[src/rtl/irq_agg_pkg.sv]
package irq_agg_pkg;
    localparam int NCPU     = 2;
    localparam int PEND_W   = 8;
    localparam int MASK_W   = 4;
    localparam int MASK_OFS = 3;
    localparam int LVL_W    = $clog2(PEND_W) + 1;
    localparam int VEC_W    = 8;
    localparam int VEC_BASE = 64;

    localparam int POS_PWM = 3;
    localparam int POS_CMD = 4;
    localparam int POS_HBL = 5;
    localparam int POS_VBL = 6;
    localparam int POS_RST = 7;
    localparam int CMD_EN_BIT = POS_CMD - MASK_OFS;

    typedef logic [PEND_W-1:0] pend_t;
    typedef logic [MASK_W-1:0] mask_t;
    typedef logic [LVL_W-1:0]  lvl_t;
    typedef logic [VEC_W-1:0]  vec_t;

    typedef struct packed {
        logic ext_wins;
        vec_t vec;
    } ack_res_t;

    // enable bit k guards pending position k+MASK_OFS
    function automatic pend_t enable_positions(mask_t m);
        return pend_t'(m) << MASK_OFS;
    endfunction

    // twice the index of the highest set bit, 0 when empty
    function automatic lvl_t top_level(pend_t p);
        lvl_t l = '0;
        for (int i = 0; i < PEND_W; i++) begin
            if (p[i]) l = lvl_t'(2 * i);
        end
        return l;
    endfunction
endpackage

[src/rtl/irq_pend_bank.sv]
module irq_pend_bank
    import irq_agg_pkg::*;
(
    input  logic  clk,
    input  logic  rst,
    input  pend_t trig_i,
    input  logic  mask_we_i,
    input  mask_t mask_wdata_i,
    input  logic  clr_we_i,
    input  pend_t clr_data_i,
    input  logic  cmd_bit_i,
    output mask_t mask_o,
    output pend_t priv_o,
    output logic  cmd_o
);
    localparam pend_t CMD_ONEHOT = pend_t'(1) << POS_CMD;

    mask_t mask_q;
    pend_t priv_q;
    pend_t set_v;
    pend_t clr_v;

    always_comb begin
        set_v = trig_i & enable_positions(mask_q) & ~CMD_ONEHOT;
        clr_v = clr_we_i ? clr_data_i : '0;
    end

    always_ff @(posedge clk) begin
        if (rst) begin
            mask_q <= '0;
            priv_q <= '0;
        end else begin
            priv_q <= (priv_q & ~clr_v) | set_v;
            if (mask_we_i) mask_q <= mask_wdata_i;
        end
    end

    assign mask_o = mask_q;
    assign priv_o = priv_q;
    assign cmd_o  = mask_q[CMD_EN_BIT] & cmd_bit_i;
endmodule

[src/rtl/irq_lvl_enc.sv]
module irq_lvl_enc
    import irq_agg_pkg::*;
(
    input  logic  clk,
    input  logic  rst,
    input  pend_t agg_i,
    output lvl_t  irl_o
);
    lvl_t irl_q;

    always_ff @(posedge clk) begin
        if (rst) irl_q <= '0;
        else     irl_q <= top_level(agg_i);
    end

    assign irl_o = irl_q;
endmodule

[src/rtl/irq_ack_unit.sv]
module irq_ack_unit
    import irq_agg_pkg::*;
(
    input  logic clk,
    input  logic rst,
    input  logic ack_i,
    input  lvl_t irl_i,
    input  lvl_t int_lvl_i,
    input  vec_t int_vec_i,
    output vec_t vec_o,
    output logic int_clr_o,
    output lvl_t cur_lvl_o
);
    ack_res_t res;
    lvl_t     cur_q;

    always_comb begin
        res.ext_wins = irl_i > int_lvl_i;
        res.vec      = res.ext_wins ? vec_t'(VEC_BASE) + vec_t'(irl_i >> 1) : int_vec_i;
    end

    always_ff @(posedge clk) begin
        if (rst)                        cur_q <= '0;
        else if (ack_i && !res.ext_wins) cur_q <= irl_i;
    end

    assign vec_o     = ack_i ? res.vec : '0;
    assign int_clr_o = ack_i & ~res.ext_wins;
    assign cur_lvl_o = cur_q;
endmodule

[src/rtl/irq_level_agg.sv]
module irq_level_agg
    import irq_agg_pkg::*;
(
    input  logic                       clk,
    input  logic                       rst,
    input  logic [PEND_W-1:0]          trig_i,
    input  logic [NCPU-1:0]            cmd_reg_i,
    input  logic [NCPU-1:0]            mask_we_i,
    input  logic [MASK_W-1:0]          mask_wdata_i,
    input  logic [NCPU-1:0]            clr_we_i,
    input  logic [PEND_W-1:0]          clr_data_i,
    input  logic [NCPU-1:0]            ack_i,
    input  logic [NCPU-1:0][LVL_W-1:0] int_lvl_i,
    input  logic [NCPU-1:0][VEC_W-1:0] int_vec_i,
    output logic [NCPU-1:0][LVL_W-1:0] irl_o,
    output logic [NCPU-1:0][VEC_W-1:0] ack_vec_o,
    output logic [NCPU-1:0]            int_clr_o,
    output logic [NCPU-1:0][LVL_W-1:0] cur_lvl_o
);
    logic               shared_q;
    logic               shared_clr;
    pend_t [NCPU-1:0]   priv;
    pend_t [NCPU-1:0]   agg;
    mask_t [NCPU-1:0]   mask;
    logic  [NCPU-1:0]   cmd_req;

    // shared reset request: never gated, one clear strobe drops it for all
    assign shared_clr = |(clr_we_i & {NCPU{clr_data_i[POS_RST]}});

    always_ff @(posedge clk) begin
        if (rst)                  shared_q <= 1'b0;
        else if (trig_i[POS_RST]) shared_q <= 1'b1;
        else if (shared_clr)      shared_q <= 1'b0;
    end

    for (genvar c = 0; c < NCPU; c++) begin : g_cpu
        irq_pend_bank u_bank (
            .clk          (clk),
            .rst          (rst),
            .trig_i       (trig_i),
            .mask_we_i    (mask_we_i[c]),
            .mask_wdata_i (mask_wdata_i),
            .clr_we_i     (clr_we_i[c]),
            .clr_data_i   (clr_data_i),
            .cmd_bit_i    (cmd_reg_i[c]),
            .mask_o       (mask[c]),
            .priv_o       (priv[c]),
            .cmd_o        (cmd_req[c])
        );

        assign agg[c] = priv[c]
                      | (pend_t'(shared_q)   << POS_RST)
                      | (pend_t'(cmd_req[c]) << POS_CMD);

        irq_lvl_enc u_enc (
            .clk   (clk),
            .rst   (rst),
            .agg_i (agg[c]),
            .irl_o (irl_o[c])
        );

        irq_ack_unit u_ack (
            .clk       (clk),
            .rst       (rst),
            .ack_i     (ack_i[c]),
            .irl_i     (irl_o[c]),
            .int_lvl_i (int_lvl_i[c]),
            .int_vec_i (int_vec_i[c]),
            .vec_o     (ack_vec_o[c]),
            .int_clr_o (int_clr_o[c]),
            .cur_lvl_o (cur_lvl_o[c])
        );
    end
endmodule

[config.mk]
export PLATFORM = sky130hd
export DESIGN_NAME = irq_level_agg
export DESIGN_NICKNAME = d
export VERILOG_FILES = /design/src/rtl/irq_agg_pkg.sv /design/src/rtl/irq_pend_bank.sv /design/src/rtl/irq_lvl_enc.sv /design/src/rtl/irq_ack_unit.sv /design/src/rtl/irq_level_agg.sv
export SDC_FILE = /design/constraint.sdc
export NUM_CORES = 1
export LEC_CHECK = 0
export CAP_MARGIN = 0
export CORE_ASPECT_RATIO = 2
export CORE_MARGIN = 4
export CORE_UTILIZATION = 42
export CTS_BUF_LIST = sky130_fd_sc_hd__clkbuf_4 sky130_fd_sc_hd__clkbuf_8 sky130_fd_sc_hd__clkbuf_16
export CTS_CLUSTER_SIZE = 16
export DETAILED_ROUTE_END_ITERATION = 10
export PLACE_DENSITY = 0.83
export SYNTH_ARGS = -nofsm -noshare
export SYNTH_HDL_FRONTEND = slang
export SYNTH_SLANG_ARGS = --single-unit
[constraint.sdc]
create_clock -name clk -period 4.7 [get_ports clk]
set_clock_uncertainty 0.15 [all_clocks]
set_input_delay 0.94 -clock clk [delete_from_list [all_inputs] [get_ports clk]]
set_output_delay 0.94 -clock clk [all_outputs]
set_load 0.005 [all_outputs]
# [Yosys cells after proc, flatten, opt, wreduce, memory -nomap -nowiden]
# Cells that the tools add are included.
[classes] addsub=2 n_mux=22 reduce_logical=8 order_cmp=2 n_bitwise=19
[ops] operator="8-bit 2-to-1 mux" count=6
[ops] operator="4-bit 2-to-1 mux" count=8
[ops] operator="8-bit bitwise OR" count=4
[ops] operator="7-bit by 3-bit adder with 8-bit output, first input constant" count=2
[ops] operator="8-bit by 7-bit AND with 8-bit output" count=2
[ops] operator="8-bit AND" count=2
[ops] operator="8-bit inverter" count=2
[ops] operator="8-bit by 5-bit bitwise OR with 8-bit output" count=2
[ops] operator="7-bit OR reduction" count=2
[ops] operator="3-bit 2-to-1 mux" count=4
[ops] operator="4-bit greater-than comparator" count=2
[ops] operator="1-bit AND" count=4
[ops] operator="2-bit 2-to-1 mux" count=2
[ops] operator="2-bit AND" count=1
[ops] operator="1-bit logical AND" count=2
[ops] operator="1-bit logical NOT" count=2
[ops] operator="1-bit 2-to-1 mux" count=2
[ops] operator="1-bit inverter" count=2
[ops] operator="2-bit nonzero test" count=1
[ops] operator="2-bit OR reduction" count=1
[totals] input_bits=54 out_inout_bits=34 register_bits=41

# [Depth between registers and ports, before layout]
[logic_depth] ltp_word=9 ltp_mapped=7

# [Hierarchy]
# From an unflattened synthesis, not the netlist that was laid out.
[hier_totals] hier_cells=219 area_unflattened_um2=2014.4
[modules_own_cells] mod="irq_pend_bank" instances=2 seq_area_each_um2=240.2 cells_each=43 area_each_um2=446.7
[modules_own_cells] mod="irq_ack_unit" instances=2 seq_area_each_um2=80.1 cells_each=47 area_each_um2=394.1
[modules_own_cells] mod="irq_lvl_enc" instances=2 seq_area_each_um2=60.1 cells_each=15 area_each_um2=132.6
[modules_own_cells] mod="irq_level_agg" instances=1 seq_area_each_um2=20.0 cells_each=9 area_each_um2=67.6

# [Worst setup path before layout]
# OpenSTA, ideal clock, no wires.
[synth_path] path_kind="in2out" startpoint="input int_lvl_i[3] (netlist name)" endpoint="output int_clr_o[0]" path_buffers=2 t_required_ns=3.610 setup_slack_ns=1.696 stages=7 t_arrival_ns=1.914 cell_sequence="inv_1 ha_1 and4b_1 a21oi_2 buf_6 nor2_1 buf_4"
[synth_via] elab_chain_cells=3
[synth_lines] element="start, declared" line_no="irq_level_agg.sv:13" source="input logic [NCPU-1:0][LVL_W-1:0] int_lvl_i,"
[synth_lines] element="4-bit greater-than comparator" line_no="irq_ack_unit.sv:18" source="res.ext_wins = irl_i > int_lvl_i;"
[synth_lines] element="1-bit inverter" line_no="irq_ack_unit.sv:28" source="assign int_clr_o = ack_i & ~res.ext_wins;"
[synth_lines] element="1-bit AND" line_no="irq_ack_unit.sv:28"
[synth_lines] element="end, declared" line_no="irq_level_agg.sv:17" source="output logic [NCPU-1:0] int_clr_o,"
# Every way passes these cells.

==> results.tsv <==
stage	metric	value	unit
status	status	finished clean	
placement	HPWL Detailed	3430	um
timing	Slew @ Worst Pin	0.720	ns
timing	Max Freq	238	MHz
cells_and_area	Final nets	332	
run	Max-Cap Viols	0	
cells_and_area	area occupied by multi-input gates	832	sq um
synth	number of distinct library cells after synthesis	27	
global_routing	first-pass GRT wire length	6660	um
global_routing	vias in the first global route	1565	
min_path	Min-Delay Path Class	flip-flop to flip-flop	
synth	Synth Warn #	0	
floorplanning	Initial Util	43.5	%
timing	final worst-path cycle share	89.3	%
floorplanning	Rows	32	
route	initial DRC count	21	
floorplanning	Core Region	3880	sq um
synth	sequential area share after synthesis	41.5	%
cells_and_area	most frequent cells in the layout	78 x clkdlybuf4s50_1, 35 x dfxtp_1, 21 x nor2_1	
clocking	hold_buf cts	0	
power	Peak supply drop	0.326	mV
critical_path	CP arrival	3.11	ns
synth	Avg Cell Area, Syn	8.40	sq um
critical_path	Setup crit end kind	primary output	
timing	Hold Fails Final Rpt	0	
synth	cell count after synthesis	201	
placement	gpl congestion	0.710	
timing	Slew HR	51.9	%
critical_path	Worst EP required	3.61	ns
power	PwrDens	280	nW/um^2
route	Vias	1600	
synth	flops & latches, synth	35	
timing	max-slew violations	0	
floorplanning	Die Y	97.7	um
power	Pleak	1.03	nW
cells_and_area	Register Area	701	sq um
cells_and_area	# fillers	352	
clocking	H-tree levels	2	
global_routing	largest net degree at the start of global routing	21	
route	DRT Wirelength	4250	um
placement	port bufs	78	
route	DR WL/cell	13.1	um
clocking	number of clock sinks	35	
clocking	later-pin clock latency in the skew report	0.29	ns
synth	Synth Flop Type	dfxtp_1	
synth	Post-synth EDFFs	0	
cells_and_area	commonest non-fill, non-tap cell in the layout	clkdlybuf4s50_1	
synth	mapped cell area	1690	sq um
timing	Final WS setup	0.503	ns
clocking	Post-CTS Setup Bufs	0	
clocking	clk slew on worst S/H paths	0.06	ns
floorplanning	Die W	52.8	um
critical_path	CP Class	input pin to primary output	
synth	share of flip-flops with an asynchronous set or reset	0	%
floorplanning	# IOs	88	
cells_and_area	n_diodes	0	
critical_path	Worst Setup Start Kind	input pin	
clocking	CTS root buf	clkbuf_8	
clocking	PostCTS Resize Cnt	0	
timing	Final min period	4.20	ns
cells_and_area	fraction of layout cells with a size suffix above 1	7.69	%
global_routing	GRT overflow	0	
route	Vias/cell	4.94	
clocking	clock tree buffer depth	2	
timing	RSZ-0062 raised after global routing	no	
critical_path	Crit Path Max Fanout	11	
timing	Final setup viols	0	
global_routing	Total Routing Usage GR	17.1	%
timing	Fin Setup TNS	0	ns
clocking	CTS Buf Count	5	
cells_and_area	Layout area overhead	50.9	%
route	Final ANT Viol Nets	0	
route	drt pass-1 iters	4	
route	drt drc	0	
floorplanning	die area	5160	sq um
global_routing	initial antenna violation count	0	
placement	DP Worst Slack	0.498	ns
clocking	CTS tree	done	
==> Yosys cell counts, types with 8 or more instances <==
| master | instances | area [sq um] |
|---|---|---|
| o21ai_0 | 11 | 55.1 |
| a211oi_1 | 8 | 60.1 |
| inv_1 | 16 | 60.1 |
| dfxtp_1 | 35 | 701 |
| mux2i_1 | 8 | 80.1 |
| nand2_1 | 12 | 45.0 |
| and3_1 | 8 | 50.1 |
| a21oi_1 | 13 | 65.1 |
| nor2_1 | 21 | 78.8 |
| nand3_1 | 14 | 70.1 |
==> per-layer routing <==
metal	GRT usage, %	part of all wire (%)	vias up
met4	7.68	2.0	0
met2	33.1	56	47
met5	0	0	-
met3	4.30	6.7	6
met1	14.9	35	722
li1	-	-	825
==> power by group <==
group          switching [mW]  internal (mW)  leakage (nW)
Clock                   0.100          0.139        0.0549
Combinational          0.0598         0.0922         0.690
Sequential             0.0110          0.310         0.286
==> sequential cells by signal (all words and copies together) (netlist names) <==
register / cells
g_cpu.u_enc.irl_o: 6
g_cpu.u_bank.priv_o: 14
shared_q: 1
g_cpu.u_bank.mask_o: 8
g_cpu.u_ack.cur_lvl_o: 6
==> area by class of cell <==
type                            instances  share of cell area, %
Clock buffer                            8                   4.07
Inverter                               16                   2.36
Multi-Input combinational cell        135                   32.6
Sequential cell                        35                   27.5
Tap cell                               51                   2.50
Timing Repair Buffer                   79                   30.9
==> logic make-up after synthesis <==
family | synth area share [%]
AOI/OAI and AO/OA | 22.2
adders and majority gates | 4.44
buffers and inverters | 9.93
DFF | 41.5
muxes | 4.74
other | 0.222
and+or+nand+nor | 17.0
==> metrics by stage <==
step	hold slack, ns	utilization, %	area (sq um)	power [mW]	instances
2_1_floorplan	0.259	-	1700	0.397	204
3_3_place_gp	0.267	63.0	2440	0.478	316
3_5_place_dp	0.270	63.0	2440	0.482	316
4_1_cts	0.280	65.6	2550	0.721	324
5_1_grt	0.299	65.6	2550	0.745	324
6_report	0.280	65.6	2550	0.713	324
==> worst max-delay path: stages <==
cell             delay [ns]
clkdlybuf4s50_1        0.46
inv_1                  0.04
ha_1                   0.30
and4b_1                0.23
a21oi_2                0.36
nand3_1                0.14
o21ai_0                0.09
clkdlybuf4s50_1        0.53
==> worst paths after layout <==
| check | start | slack [ns] | depth (start not counted) | end |
|---|---|---|---|---|
| min reg2reg | g_cpu[1].u_bank.priv_o[4] | 0.28 | 2 | g_cpu[1].u_bank.priv_o[4] |
| min | g_cpu[1].u_bank.priv_o[4] | 0.28 | 2 | g_cpu[1].u_bank.priv_o[4] |
| max | int_lvl_i[3] | 0.50 | 8 | ack_vec_o[0] |
| max reg2reg | g_cpu[0].u_enc.irl_o[3] | 2.93 | 5 | g_cpu[0].u_ack.cur_lvl_o[3] |
No activity file was read; power rests on OpenSTA's default activity.
